**src/rtl/squarer_pkg.sv**
```systemverilog
package squarer_pkg;

    localparam int DEF_NUM_COEF = 4;
    localparam int DEF_COEF_W   = 8;

    typedef enum logic {
        CPA_RIPPLE = 1'b0,
        CPA_NATIVE = 1'b1
    } cpa_kind_e;

    // number of distinct coefficient pairs (i < j)
    function automatic int pair_count(input int n);
        return n * (n - 1) / 2;
    endfunction

    // lower coefficient index of the k-th distinct pair
    function automatic int pair_lo(input int k, input int n);
        int idx;
        idx = 0;
        for (int i = 0; i < n; i++) begin
            for (int j = i + 1; j < n; j++) begin
                if (idx == k) return i;
                idx++;
            end
        end
        return 0;
    endfunction

    // upper coefficient index of the k-th distinct pair
    function automatic int pair_hi(input int k, input int n);
        int idx;
        idx = 0;
        for (int i = 0; i < n; i++) begin
            for (int j = i + 1; j < n; j++) begin
                if (idx == k) return j;
                idx++;
            end
        end
        return 0;
    endfunction

    // rows left after one level of 3:2 compression
    function automatic int csa_next(input int n);
        return 2 * (n / 3) + (n % 3);
    endfunction

    // total partial-product rows for a given geometry
    function automatic int row_count(input int n, input int w);
        return pair_count(n) * w + w;
    endfunction

endpackage

```
**src/rtl/squarer_ppgen.sv**
```systemverilog
module squarer_ppgen
    import squarer_pkg::*;
#(
    parameter int NUM_COEF = DEF_NUM_COEF,
    parameter int COEF_W   = DEF_COEF_W
) (
    input  logic [NUM_COEF*COEF_W-1:0]   operand_i,
    output logic [2*NUM_COEF*COEF_W-1:0] rows_o [row_count(NUM_COEF, COEF_W)]
);
    localparam int OPW   = NUM_COEF * COEF_W;
    localparam int PRW   = 2 * OPW;
    localparam int NPAIR = pair_count(NUM_COEF);

    // Cross terms: coefficient pair (i<j), bit p of a_i times a_j,
    // placed at (i+j)*COEF_W + p and doubled by one extra shift.
    for (genvar k = 0; k < NPAIR; k++) begin : g_pair
        localparam int LO = pair_lo(k, NUM_COEF);
        localparam int HI = pair_hi(k, NUM_COEF);
        logic [COEF_W-1:0] c_lo;
        logic [COEF_W-1:0] c_hi;
        assign c_lo = operand_i[LO*COEF_W +: COEF_W];
        assign c_hi = operand_i[HI*COEF_W +: COEF_W];
        for (genvar p = 0; p < COEF_W; p++) begin : g_bit
            assign rows_o[k*COEF_W + p] =
                {{(PRW-COEF_W){1'b0}}, c_hi & {COEF_W{c_lo[p]}}}
                    << ((LO + HI) * COEF_W + p + 1);
        end
    end

    // Diagonal terms: square of each coefficient, itself symmetric.
    // Row p gathers bit p of every coefficient; segments never overlap.
    for (genvar p = 0; p < COEF_W; p++) begin : g_diag
        logic [PRW-1:0] drow;
        for (genvar i = 0; i < NUM_COEF; i++) begin : g_coef
            logic [COEF_W-1:0]   ci;
            logic [2*COEF_W-1:0] seg;
            assign ci  = operand_i[i*COEF_W +: COEF_W];
            assign seg = ({{COEF_W{1'b0}}, (ci >> (p + 1)) & {COEF_W{ci[p]}}}
                             << (2 * p + 2))
                       | ({{(2*COEF_W-1){1'b0}}, ci[p]} << (2 * p));
            assign drow[i*2*COEF_W +: 2*COEF_W] = seg;
        end
        assign rows_o[NPAIR*COEF_W + p] = drow;
    end

endmodule

```
**src/rtl/squarer_csa3.sv**
```systemverilog
module squarer_csa3 #(
    parameter int PW = 64
) (
    input  logic [PW-1:0] a_i,
    input  logic [PW-1:0] b_i,
    input  logic [PW-1:0] c_i,
    output logic [PW-1:0] sum_o,
    output logic [PW-1:0] carry_o
);
    // Bitwise full-adder row; the carry of the top column is beyond the
    // product width and the true sum never reaches it.
    assign sum_o   = a_i ^ b_i ^ c_i;
    assign carry_o = {(a_i[PW-2:0] & b_i[PW-2:0])
                    | (a_i[PW-2:0] & c_i[PW-2:0])
                    | (b_i[PW-2:0] & c_i[PW-2:0]), 1'b0};
endmodule

```
**src/rtl/squarer_csa_tree.sv**
```systemverilog
module squarer_csa_tree
    import squarer_pkg::*;
#(
    parameter int N  = 3,
    parameter int PW = 64
) (
    input  logic [PW-1:0] rows_i [N],
    output logic [PW-1:0] sum_o,
    output logic [PW-1:0] carry_o
);
    if (N == 1) begin : g_one
        assign sum_o   = rows_i[0];
        assign carry_o = '0;
    end else if (N == 2) begin : g_two
        assign sum_o   = rows_i[0];
        assign carry_o = rows_i[1];
    end else begin : g_level
        localparam int GRP = N / 3;
        localparam int REM = N % 3;
        localparam int NXT = csa_next(N);
        logic [PW-1:0] nxt [NXT];

        for (genvar g = 0; g < GRP; g++) begin : g_cell
            squarer_csa3 #(.PW(PW)) u_csa (
                .a_i    (rows_i[3*g]),
                .b_i    (rows_i[3*g+1]),
                .c_i    (rows_i[3*g+2]),
                .sum_o  (nxt[2*g]),
                .carry_o(nxt[2*g+1])
            );
        end
        for (genvar r = 0; r < REM; r++) begin : g_pass
            assign nxt[2*GRP + r] = rows_i[3*GRP + r];
        end

        squarer_csa_tree #(.N(NXT), .PW(PW)) u_sub (
            .rows_i (nxt),
            .sum_o  (sum_o),
            .carry_o(carry_o)
        );
    end
endmodule

```
**src/rtl/squarer_cpa.sv**
```systemverilog
module squarer_cpa
    import squarer_pkg::*;
#(
    parameter int        PW   = 64,
    parameter cpa_kind_e KIND = CPA_RIPPLE
) (
    input  logic [PW-1:0] sum_i,
    input  logic [PW-1:0] carry_i,
    output logic [PW-1:0] result_o
);
    if (KIND == CPA_RIPPLE) begin : g_ripple
        logic [PW-1:0] cy;
        assign cy[0] = 1'b0;
        for (genvar b = 0; b < PW; b++) begin : g_bit
            assign result_o[b] = sum_i[b] ^ carry_i[b] ^ cy[b];
            if (b < PW - 1) begin : g_cy
                assign cy[b+1] = (sum_i[b] & carry_i[b])
                               | (sum_i[b] & cy[b])
                               | (carry_i[b] & cy[b]);
            end
        end
    end else begin : g_native
        assign result_o = sum_i + carry_i;
    end
endmodule

```
**src/rtl/poly_squarer.sv**
```systemverilog
module poly_squarer
    import squarer_pkg::*;
#(
    parameter int        NUM_COEF = DEF_NUM_COEF,
    parameter int        COEF_W   = DEF_COEF_W,
    parameter bit        OUT_REG  = 1'b1,
    parameter cpa_kind_e CPA_KIND = CPA_RIPPLE
) (
    input  logic                           clk,
    input  logic                           rst,
    input  logic                           in_valid,
    input  logic [NUM_COEF*COEF_W-1:0]     in_operand,
    output logic                           out_valid,
    output logic [2*NUM_COEF*COEF_W-1:0]   out_product
);
    localparam int PRW  = 2 * NUM_COEF * COEF_W;
    localparam int NROW = row_count(NUM_COEF, COEF_W);

    logic [PRW-1:0] pp_rows [NROW];
    logic [PRW-1:0] red_sum;
    logic [PRW-1:0] red_carry;
    logic [PRW-1:0] square;

    squarer_ppgen #(.NUM_COEF(NUM_COEF), .COEF_W(COEF_W)) u_ppgen (
        .operand_i(in_operand),
        .rows_o   (pp_rows)
    );

    squarer_csa_tree #(.N(NROW), .PW(PRW)) u_tree (
        .rows_i (pp_rows),
        .sum_o  (red_sum),
        .carry_o(red_carry)
    );

    squarer_cpa #(.PW(PRW), .KIND(CPA_KIND)) u_cpa (
        .sum_i   (red_sum),
        .carry_i (red_carry),
        .result_o(square)
    );

    if (OUT_REG) begin : g_reg
        logic           vld_q;
        logic [PRW-1:0] prod_q;
        always_ff @(posedge clk) begin
            if (rst) begin
                vld_q  <= 1'b0;
                prod_q <= '0;
            end else begin
                vld_q <= in_valid;
                if (in_valid) prod_q <= square;
            end
        end
        assign out_valid   = vld_q;
        assign out_product = prod_q;
    end else begin : g_comb
        assign out_valid   = in_valid;
        assign out_product = square;
    end
endmodule

```
**config.mk**
```make
export PLATFORM = sky130hd
export DESIGN_NAME = poly_squarer
export DESIGN_NICKNAME = d
export VERILOG_FILES = /design/src/rtl/squarer_pkg.sv /design/src/rtl/squarer_ppgen.sv /design/src/rtl/squarer_csa3.sv /design/src/rtl/squarer_csa_tree.sv /design/src/rtl/squarer_cpa.sv /design/src/rtl/poly_squarer.sv
export SDC_FILE = /design/constraint.sdc
export NUM_CORES = 2
export LEC_CHECK = 0
export BUFFER_PORTS_ARGS = -buffer_cell sky130_fd_sc_hd__buf_2
export CELL_PAD_IN_SITES_DETAIL_PLACEMENT = 0
export CELL_PAD_IN_SITES_GLOBAL_PLACEMENT = 1
export CORE_MARGIN = 2
export CORE_UTILIZATION = 34
export CTS_CLUSTER_DIAMETER = 60
export DETAILED_ROUTE_END_ITERATION = 8
export PLACE_DENSITY_LB_ADDON = 0.1
export SLEW_MARGIN = 15
export SYNTH_ARGS = -nofsm -noshare
export SYNTH_HDL_FRONTEND = slang
export SYNTH_SLANG_ARGS = --single-unit
```
**constraint.sdc**
```tcl
create_clock -name clk -period 31.8 [get_ports clk]
set_input_delay 6.36 -clock clk [delete_from_list [all_inputs] [get_ports clk]]
set_output_delay 6.36 -clock clk [all_outputs]
set_load 0.02 [all_outputs]
```
==> impl_results.md <==
* Min Hold Slack at 474 ps
* CP max stage delay at 520 ps
* IO Pins at 100
* DIE WIDTH at 260 um
* CP Launch Type: input port
* Fin Setup TNS at 0 ps
* Distinct cells, synth at 25
* Worst-skew pair later-pin latency at 380 ps
* Post-Syn Nets at 3213
* Crit-path most repeated cell: fa_1
* Slew Viols, Final at 0
* Clock skew at 0 ps
* Worst reg-to-reg setup slack at 31140 ps
* GPL Wtd Cong at 0.773
* Drc violations at 0
* Hold Crit Class: reg -> reg
* Die area at 67600 um2
* Layout Area Growth over Synthesis at 7.31%
* Max-capacitance violation count at 0
* Most frequent cells in the layout: 620 x inv_1, 462 x fa_1, 420 x and2_1, 393 x ha_1, 97 x buf_2
* Largest net degree at the start of global routing at 65
* WL final at 55700 um
* H-tree levels at 3
* Cell taking the most area after synthesis: fa_1
* CP max stage cell: fa_1
* Slew margin rel. at 43.4%
* Row count at 93
* Run status: finished, final reports clean
* Largest delay share family, worst path: adder cells
* Period utilization at 89.8%
* Seq/Total Area, Yosys at 5.75%
* Yosys reg bits at 64
* Postcts setup bufs at 0
* Crit Path Class: in -> reg
* Post-cts hold buffer count at 0
* Antenna viol nets, final at 0
* Synth Area per Inst at 9.59 um2
* Tightest Pin Transition at 849 ps
* Mapped Area at 22300 um2
* CP Launch Point: in_operand[6]
* Vias in the first global route at 16600
* Hold_sp: out_product[23]
* Post-CTS Resized at 0
* Crit path capture type: flop
* Buf/Inv on CP at 25
* Minimum clock period after layout at 28560 ps
* Crit path arrival time at 28800 ps
* Root Driver: clkbuf_16
* Start of the worst register-to-register path: out_product[63]
* GRT Overall Usage at 18.1%
* Congestion Overflow GR at 0
* Core Util, Final at 37.0%
* R2R depth at 2
* Clock transition at path regs at 70 ps
* Longest Clk Path Bufs at 2
* Synth Instances at 2323
* DPL Wire Length at 42400 um
* CTS tree: yes
* Final WS setup at 3240 ps
* Clock sink count at 64
* End point of the critical path: out_product[63]
* Worst path required time at 32040 ps
* Core area at 64600 um2
* Final Hold Fails at 0
* RSZ-0062 raised after global routing: false
* Avg WL per Cell at 17.4 um
* Initial DRC Count at 389
* FMAX at 35.0 MHz
* DRT Pass-1 Iters at 4
* Layout cell share with drive strength beyond 1 at 6.01%
* Fillers at 6721
* Buffers on Ports at 98
* Initial antenna violation count at 5
* CTS buffer count at 9
* Final setup vio count at 0
* Synth warnings at 0
* Most common cell after layout, fill and taps aside: inv_1
* Reg2reg end: out_product[63]
* Crit-path max FO at 35
* First-pass GRT wire length at 92900 um
* Area share of the largest cell type after synthesis at 41.5%
* Die H at 260 um
* Pre-CTS setup slack at 2480 ps
* Vias post-DR at 14300
* Critical Path Stages at 90
* Final nets at 3233
* Vias/cell at 4.46
* Largest cells by area after synthesis: fa_1 42%, ha_1 22%, and2_1 12%
* Starting Density at 34.5%
tightest hold or removal path: cells and delay by family, from the launching register on:
family	cells	cell delay, ps
AOI/OAI and AO/OA	1	50
DFF	1	310
and+or+nand+nor	1	80
worst min path at each step:
stage | endpoint | slack (ps) | cells past startpoint
floorplan | out_product[2] | 540 | 2
global placement | out_product[19] | 460 | 2
detailed placement | out_product[23] | 470 | 2
CTS | out_product[23] | 480 | 2
global route | out_product[20] | 500 | 2
finish | out_product[23] | 470 | 2
layout make-up:
cell class | instances | area [um2] | area share [%]
flip-flops and latches | 64 | 1280 | 5.36
multi-input cells | 1524 | 18200 | 76.2
well taps | 855 | 1070 | 4.47
clock buffers | 9 | 225 | 0.942
repair buffers | 124 | 688 | 2.88
inverters | 620 | 2330 | 9.73
diodes | 2 | 5.00 | 0.0209
clock inverters | 7 | 104 | 0.434
cell usage after synthesis:
cell type	n
inv_1	620
fa_1	462
and2_1	420
ha_1	393
clkbuf_1	101
nand2_1	79
nor2_1	65
dfxtp_1	64
mux2i_1	33
a211oi_1	28
xor2_1	11
buf_2	8
nor2b_1	8
a211o_1	7
xnor2_1	5
buf_4	4
nand2b_1	4
o21ai_0	3
o21a_1	2
a211oi_2	1
a21oi_1	1
buf_1	1
buf_6	1
conb_1	1
nand3b_1	1
per-layer routing:
layer  GRT usage, %  up-vias  share of wire, %
li1               -     6780                 -
met1           22.8     7351                44
met2           33.0      119                52
met3           1.72       40               1.8
met4           4.33        0               2.0
met5              0        -                 0
state kept, by name, indices dropped and copies added (netlist names):
name         cells
out_valid        1
out_product     63
through the flow:
step / cells / instance area [um2]
after floorplan: 2323 / 22300
after global placement: 3187 / 23600
after detailed placement: 3187 / 23600
after CTS: 3203 / 23900
after global routing: 3203 / 23900
final: 3205 / 23900
cells by family (layout without fill, tap and decap cells):
kind of cell / count (synthesis) / in the layout / share of synthesized area (%)
DFF: 64 / 64 / 5.75
adders and majority gates: 855 / 855 / 63.6
AOI/OAI and AO/OA: 42 / 42 / 1.43
xor gates and xnor gates: 16 / 16 / 0.629
and+or+nand+nor: 577 / 577 / 14.6
buffers and inverters: 735 / 760 / 12.5
muxes: 33 / 33 / 1.48
other: 1 / 3 / 0.0168
Power is not shown: default switching activity piles up to over one toggle a cycle in this logic, so the estimate is an artifact.
